--- config.mk ---
export PLATFORM = sky130hd
export DESIGN_NAME = seg7_bcd_blanker
export DESIGN_NICKNAME = d
export VERILOG_FILES = /design/src/rtl/seg7_pkg.sv /design/src/rtl/seg7_digit_map.sv /design/src/rtl/seg7_blank_ctrl.sv /design/src/rtl/seg7_drive.sv /design/src/rtl/seg7_bcd_blanker.sv
export SDC_FILE = /design/constraint.sdc
export NUM_CORES = 1
export LEC_CHECK = 0
export ABC_AREA = 0
export BUFFER_PORTS_ARGS = -buffer_cell sky130_fd_sc_hd__buf_2
export CORE_AREA = 2 2 39 41
export DETAILED_ROUTE_END_ITERATION = 12
export DIE_AREA = 0 0 41 43
export SYNTH_ARGS = -nofsm -noshare
export SYNTH_HDL_FRONTEND = slang
export SYNTH_SLANG_ARGS = --single-unit
--- constraint.sdc ---
create_clock -name vclk -period 2.5
set_input_delay 0.5 -clock vclk [all_inputs]
set_output_delay 0.5 -clock vclk [all_outputs]
set_load 0.02 [all_outputs]
--- src/rtl/seg7_pkg.sv ---
package seg7_pkg;

   // Display decision made by the blanking control
   typedef enum logic [1:0] {
      MODE_SHOW = 2'd0,
      MODE_ALL_ON = 2'd1,
      MODE_ALL_OFF = 2'd2
   } seg7_mode_e;

   localparam int SEG7_SEGS = 7;
   localparam int SEG7_BCD_BITS = 4;

   // Lit patterns (active high), bit 0 = a ... bit 6 = g
   localparam logic [6:0] GLYPH_DASH = 7'b1000000;
   localparam logic [6:0] GLYPH_NONE = 7'b0000000;

endpackage

--- src/rtl/seg7_digit_map.sv ---
module seg7_digit_map #(
   parameter int BCD_W = 4,
   parameter int SEG_W = 7,
   parameter bit INVALID_BLANK = 1'b0
) (
   input logic [BCD_W-1:0] digit_i,
   output logic [SEG_W-1:0] lit_o,
   output logic is_zero_o
);
   import seg7_pkg::*;

   localparam int MAX_DIGIT = 9;

   generate
      if (BCD_W != SEG7_BCD_BITS) begin : g_bad_bcd
         $error("seg7_digit_map: BCD_W must be 4");
      end
      if (SEG_W != SEG7_SEGS) begin : g_bad_seg
         $error("seg7_digit_map: SEG_W must be 7");
      end
   endgenerate

   logic [SEG_W-1:0] decimal_lit;
   logic [SEG_W-1:0] non_digit_lit;
   logic is_decimal;

   assign is_decimal = (int'(digit_i) <= MAX_DIGIT);
   assign is_zero_o = (digit_i == '0);

   always_comb begin
      unique case (digit_i)
         4'd0: decimal_lit = 7'b0111111;
         4'd1: decimal_lit = 7'b0000110;
         4'd2: decimal_lit = 7'b1011011;
         4'd3: decimal_lit = 7'b1001111;
         4'd4: decimal_lit = 7'b1100110;
         4'd5: decimal_lit = 7'b1101101;
         4'd6: decimal_lit = 7'b1111101;
         4'd7: decimal_lit = 7'b0000111;
         4'd8: decimal_lit = 7'b1111111;
         4'd9: decimal_lit = 7'b1101111;
         default: decimal_lit = GLYPH_NONE;
      endcase
   end

   // Variant for codes above nine
   generate
      if (INVALID_BLANK) begin : g_non_digit_dark
         assign non_digit_lit = GLYPH_NONE;
      end else begin : g_non_digit_dash
         assign non_digit_lit = GLYPH_DASH;
      end
   endgenerate

   assign lit_o = is_decimal ? decimal_lit : non_digit_lit;

endmodule

--- src/rtl/seg7_blank_ctrl.sv ---
module seg7_blank_ctrl (
   input logic is_zero_i,
   input logic lamp_test_n_i,
   input logic rbi_n_i,
   input logic bi_n_i,
   output seg7_pkg::seg7_mode_e mode_o,
   output logic rbo_n_o
);
   import seg7_pkg::*;

   logic ripple_hit;

   // Priority: blanking input, then lamp test, then ripple blanking
   assign ripple_hit = bi_n_i & lamp_test_n_i & ~rbi_n_i & is_zero_i;

   always_comb begin
      if (!bi_n_i) begin
         mode_o = MODE_ALL_OFF;
      end else if (!lamp_test_n_i) begin
         mode_o = MODE_ALL_ON;
      end else if (ripple_hit) begin
         mode_o = MODE_ALL_OFF;
      end else begin
         mode_o = MODE_SHOW;
      end
   end

   assign rbo_n_o = ~ripple_hit;

endmodule

--- src/rtl/seg7_drive.sv ---
module seg7_drive #(
   parameter int SEG_W = 7,
   parameter bit ACTIVE_LOW = 1'b1
) (
   input logic [SEG_W-1:0] lit_i,
   input seg7_pkg::seg7_mode_e mode_i,
   output logic [SEG_W-1:0] seg_o
);
   import seg7_pkg::*;

   logic [SEG_W-1:0] lit_final;

   always_comb begin
      unique case (mode_i)
         MODE_ALL_ON: lit_final = '1;
         MODE_ALL_OFF: lit_final = '0;
         default: lit_final = lit_i;
      endcase
   end

   generate
      if (ACTIVE_LOW) begin : g_common_anode
         assign seg_o = ~lit_final;
      end else begin : g_common_cathode
         assign seg_o = lit_final;
      end
   endgenerate

endmodule

--- src/rtl/seg7_bcd_blanker.sv ---
module seg7_bcd_blanker #(
   parameter int BCD_W = 4,
   parameter int SEG_W = 7,
   parameter bit ACTIVE_LOW = 1'b1,
   parameter bit INVALID_BLANK = 1'b0
) (
   input logic [BCD_W-1:0] digit_i,
   input logic lamp_test_n_i,
   input logic rbi_n_i,
   input logic bi_n_i,
   output logic [SEG_W-1:0] seg_n_o,
   output logic rbo_n_o
);
   import seg7_pkg::*;

   logic [SEG_W-1:0] lit;
   logic is_zero;
   seg7_mode_e mode;

   seg7_digit_map #(
      .BCD_W(BCD_W),
      .SEG_W(SEG_W),
      .INVALID_BLANK(INVALID_BLANK)
   ) map_i (
      .digit_i(digit_i),
      .lit_o(lit),
      .is_zero_o(is_zero)
   );

   seg7_blank_ctrl ctrl_i (
      .is_zero_i(is_zero),
      .lamp_test_n_i(lamp_test_n_i),
      .rbi_n_i(rbi_n_i),
      .bi_n_i(bi_n_i),
      .mode_o(mode),
      .rbo_n_o(rbo_n_o)
   );

   seg7_drive #(
      .SEG_W(SEG_W),
      .ACTIVE_LOW(ACTIVE_LOW)
   ) drive_i (
      .lit_i(lit),
      .mode_i(mode),
      .seg_o(seg_n_o)
   );

endmodule

==> Yosys cells after proc, flatten, opt, wreduce, memory -nomap -nowiden <==
Memories as Yosys holds them, arrays and structs flattened.
Cells that the tools add are included.
{ "totals": {"ff_bits": 0, "rom_bits": 112, "inputBits": 7, "out_inout_bits": 8, "word_cells": 16, "memories": 1} }
{ "op_classes": {"order_cmp": 1, "eq_ne": 2, "mux": 5, "n_bitwise": 6, "reduce_logical": 1} }
{ "mem_list": {"columns": ["memory", "words", "width", "read_ports", "rd_clocked_by_memory_dff", "wr", "line", "source"], "rows": [
  ["(no name shown)", 16, 7, 1, 0, 0, "seg7_digit_map.sv:31", "unique case (digit_i)"]
]} }
{ "ops": {"columns": ["op", "n"], "rows": [
  ["case mux 7 bit (2 select lines)", 1],
  ["2-to-1 mux 7 bit", 1],
  ["inverter 7 bit", 1],
  ["2-to-1 mux 2 bit", 3],
  ["<= comparator 4 bit, second input constant", 1],
  ["logical NOT 4 bit", 1],
  ["bitwise AND 1 bit", 3],
  ["== test 2 x 1 -> 1 bit, second input constant", 1],
  ["== test 2 bit, second input constant", 1],
  ["inverter 1 bit", 2]
]} }

==> Logic depth before layout (Yosys ltp) <==
{ "logic_depth": {"word_depth": 9, "ltp_mapped": 9, "ltp_nobuf": 9} }

==> Hierarchy <==
Synthesis repeated with hierarchy kept, for this count alone.
{ "unflattened": {"cells_unflattened": 45, "area_unflattened_um2": 350.3} }
{ "by_module_without_submodules": {"columns": ["module", "n_inst", "cells_per_inst", "area_per_inst_um2", "seq_area_each_um2"], "rows": [
  ["seg7_digit_map", 1, 31, 224.0, 0.0],
  ["seg7_drive", 1, 10, 97.6, 0.0],
  ["seg7_blank_ctrl", 1, 4, 28.8, 0.0]
]} }

==> Worst setup path before layout <==
OpenSTA, ideal clock, no wires.
{ "synth_path": {"kind": "input to output", "from": "in digit_i[1]", "to": "out seg_n_o[5]", "t_arrival_ns": 2.218, "required_ns": 2.000, "slack_ns": -0.218, "cell_stages": 9, "n_path_buf": 0, "cell_sequence": "inv_1 ha_1 nand2b_1 nor4b_2 nor2b_1 ha_1 nand4bb_1 nor2_1 nor3_1"} }
{ "synth_between": {"elab_chain_cells": 8, "elab_cells_between_ends": 12, "cone_classes": "order compare: 1; eq/ne: 2; mux: 5; bitwise: 2; reduce/logical: 1; memory: 1"} }
{ "synth_lines": {"columns": ["element", "line", "source"], "rows": [
  ["start: declaration", "seg7_bcd_blanker.sv:7", "input logic [BCD_W-1:0] digit_i,"],
  ["logical NOT 4 bit", "seg7_digit_map.sv:28", "assign is_zero_o = (digit_i == '0);"],
  ["bitwise AND 1 bit", "seg7_blank_ctrl.sv:14", "assign ripple_hit = bi_n_i & lamp_test_n_i & ~rbi_n_i & is_zero_i;"],
  ["2-to-1 mux 2 bit", "seg7_blank_ctrl.sv:21", "end else if (ripple_hit) begin"],
  ["2-to-1 mux 2 bit", "seg7_blank_ctrl.sv:19", "end else if (!lamp_test_n_i) begin"],
  ["2-to-1 mux 2 bit", "seg7_blank_ctrl.sv:17", "if (!bi_n_i) begin"],
  ["== test 2 bit / == test 2 x 1 -> 1 bit (equally long branches)", "seg7_drive.sv:14", "unique case (mode_i)"],
  ["case mux 7 bit (2 select lines) *", "seg7_drive.sv:14", null],
  ["inverter 7 bit *", "seg7_drive.sv:23", "assign seg_o = ~lit_final;"],
  ["end: declaration", "seg7_bcd_blanker.sv:11", "output logic [SEG_W-1:0] seg_n_o,"]
]} }
Mark *: on every way between the ends. The rest lies on a longest branch, timed or not.

==> Worst setup path in the final report <==
{ "layout_path": {"from": "in digit_i[0]", "to": "out seg_n_o[0]"} }
The elaborated chain is that of the path after synthesis.

==> results.cfg <==
[cells_and_area]
layout-drive-gt1-share = 0.620
n_clock_buffer = 0
instances_no_fill = 87
final_nets = 87
utilization = 0.472
seq_area_um2 = 0
synthToLayoutAreaGrowth_pct = 87.1
fill_cells = 137
antenna_cells = 0
design.seq.count = 0

[worst_setup_path]
cp-end-kind = primary output
cp.arrival_ns = 2.05
cp_max_fo = 5
startpoint = digit_i[0]
cp.required_ns = 2.00
start_kind = input port
worstSetupPathType = in -> out

[power_and_ir_drop]
vdd_drop_max_mv = 0.0515
leakagePower_nw = 0.287
power.density_nw_per_um2 = 203
p_total_uw = 132

[place]
numPortBuffers = 15
gp_congestion = 0.665
pre_cts_ws_ns = -0.292
hpwl_um = 790
dp.cells = 85

[floorplanning]
io_pins = 15
die_area_um2 = 1760
fp.dieH_um = 43
start_util = 0.252
core_area_um2 = 1380
num_rows = 14
die-width_um = 41

[global_routing]
first_global_vias = 335
antenna_found_initial = 0
grt_pass1_wl_um = 1300
globalRouteTotalUtil = 0.0989
grt_max_degree = 12
grt-ovfl-total = 0

[synthesis]
synth_mux_area_frac = 0
synth_top_area_frac = 0.251
synth_area_per_cell_um2 = 7.76
synth_compound_gate_area_share = 0.333
synth_top_family_by_area = compound AO/OA/AOI/OAI gates
synth_top_area_cell = ha_1
yosysSeqAreaShare = 0
syn_inst = 45
synth_area_leaders = ha_1, a2111oi_4, a31oi_1
synth_area_um2 = 349
synth-adder-area-share = 0.251
yosysUniqueCellTypes = 24
synth_fp_nets = 59
synthXorXnorAreaFrac = 0
synthSimpleGateAreaFrac = 0.319
yosys_warnings = 0

[min_path]
min_path_type = in -> out
hold_depth = 3
min-delay-start = bi_n_i

[sta]
fmax_mhz = 392
whs_ns = 1.28
setup_ws_ns = -0.0481
post-route-period-util = 1.02
finalWorstPathRequiredPeriod_ns = 2.55
slew_viol_final = 0
tightest_slew_ns = 0.295
rsz0062_at_grt = true
max_slew_margin = 0.801
setup_violations = 4
hold_violations = 0

[job]
drv_cap = 0

[routing]
wl_per_cell_um = 10.4
met2WireLength_um = 494
drcViolationCount = 0
wl_um = 902
drt_iter0_drc = 2
postRouteAntennaNets = 0
wl_met1_um = 367
avgViaCountPerCell = 4.62
firstDrtPassIters = 4
route.top_layer_used = met3
wl_met3_um = 41
vias = 402

[outcome]
outcome = finished with violations
violations = setup timing
## cells in the mapped netlist
master / instances
ha_1: 7
a31oi_1: 4
nand2_1: 4
inv_1: 3
nand2b_1: 3
nor2_1: 3
a21oi_1: 2
nor2b_1: 2
o21ai_0: 2
a2111oi_4: 1
a211oi_2: 1
buf_4: 1
buf_6: 1
inv_2: 1
nand4bb_1: 1
nor2_2: 1
nor2b_2: 1
nor3_1: 1
nor4b_2: 1
o211ai_1: 1
o21bai_1: 1
o31a_1: 1
o31ai_1: 1
or2b_1: 1
## cell usage in the layout, fill, tap and decap left out, drive strengths merged
cell type	Yosys	final
a2111oi	1	1
a211oi	1	1
a21oi	2	2
o21ai	2	2
nor2b	3	3
nand2b	3	3
o31a	1	1
buf	2	28
or2b	1	1
nor4b	1	1
o21bai	1	1
nand4bb	1	1
nor3	1	1
inv	4	4
o31ai	1	1
nor2	4	4
o211ai	1	1
nand2	4	4
ha	7	7
a31oi	4	4
## logic make-up (layout without fill, tap and decap cells)
| kind of cell | Yosys count | in the layout |
|---|---|---|
| AO/OA/AOI/OAI | 14 | 14 |
| adder cells (fa/ha/maj) | 7 | 7 |
| buffers and inverters | 6 | 32 |
| AND/OR/NAND/NOR | 18 | 18 |
## stage by stage
step	area [µm²]	setup TNS [ns]
2_1_floorplan	404	0
3_3_place_gp	563	-1.06
3_5_place_dp	563	-1.39
4_1_cts	612	-0.274
5_1_grt	653	-0.688
6_report	653	-0.120
## path summary, 6_finish.rpt
path | endpoint | slack [ns]
worst min-delay path | rbo_n_o | 1.28
worst max-delay path | seg_n_o[0] | -0.05
## what timing repair did
item,4_1_cts,5_1_grt
pin swaps,6,1
setup buffers,1,1
endpoints found under the setup margin,7,6
gates cloned,0,0
resized for setup,9,11
hold buffers,0,0
## power breakdown
| group | total, mW | internal [mW] | switching (mW) | leakage [nW] |
|---|---|---|---|---|
| combinational | 0.132 | 0.0660 | 0.0663 | 0.287 |
| clock | 0 | 0 | 0 | 0 |
| sequential | 0 | 0 | 0 | 0 |
| total | 0.132 | 0.0660 | 0.0663 | 0.287 |
## worst max-delay path, cell delays in order
cell,delay [ns]
buf_8,0.10
inv_6,0.05
ha_4,0.15
nand2b_4,0.07
nor4b_4,0.25
nor2b_2,0.09
ha_4,0.31
nor2b_4,0.06
o21bai_2,0.20
a21oi_2,0.14
buf_6,0.13
## layout make-up
| cell class | count | area [µm²] | area share |
|---|---|---|---|
| Tap cell | 16 | 20.0 | 0.0307 |
| Multi-Input combinational cell | 39 | 388 | 0.594 |
| Timing Repair Buffer | 28 | 223 | 0.341 |
| Inverter | 4 | 22.5 | 0.0345 |
## metal layers
| metal | vias up | track usage |
|---|---|---|
| met5 | - | 0 |
| met4 | 0 | 0 |
| met3 | 0 | 0 |
| met2 | 10 | 0.197 |
| met1 | 178 | 0.114 |
| li1 | 214 | - |
Power figures use the tool's default switching activity.
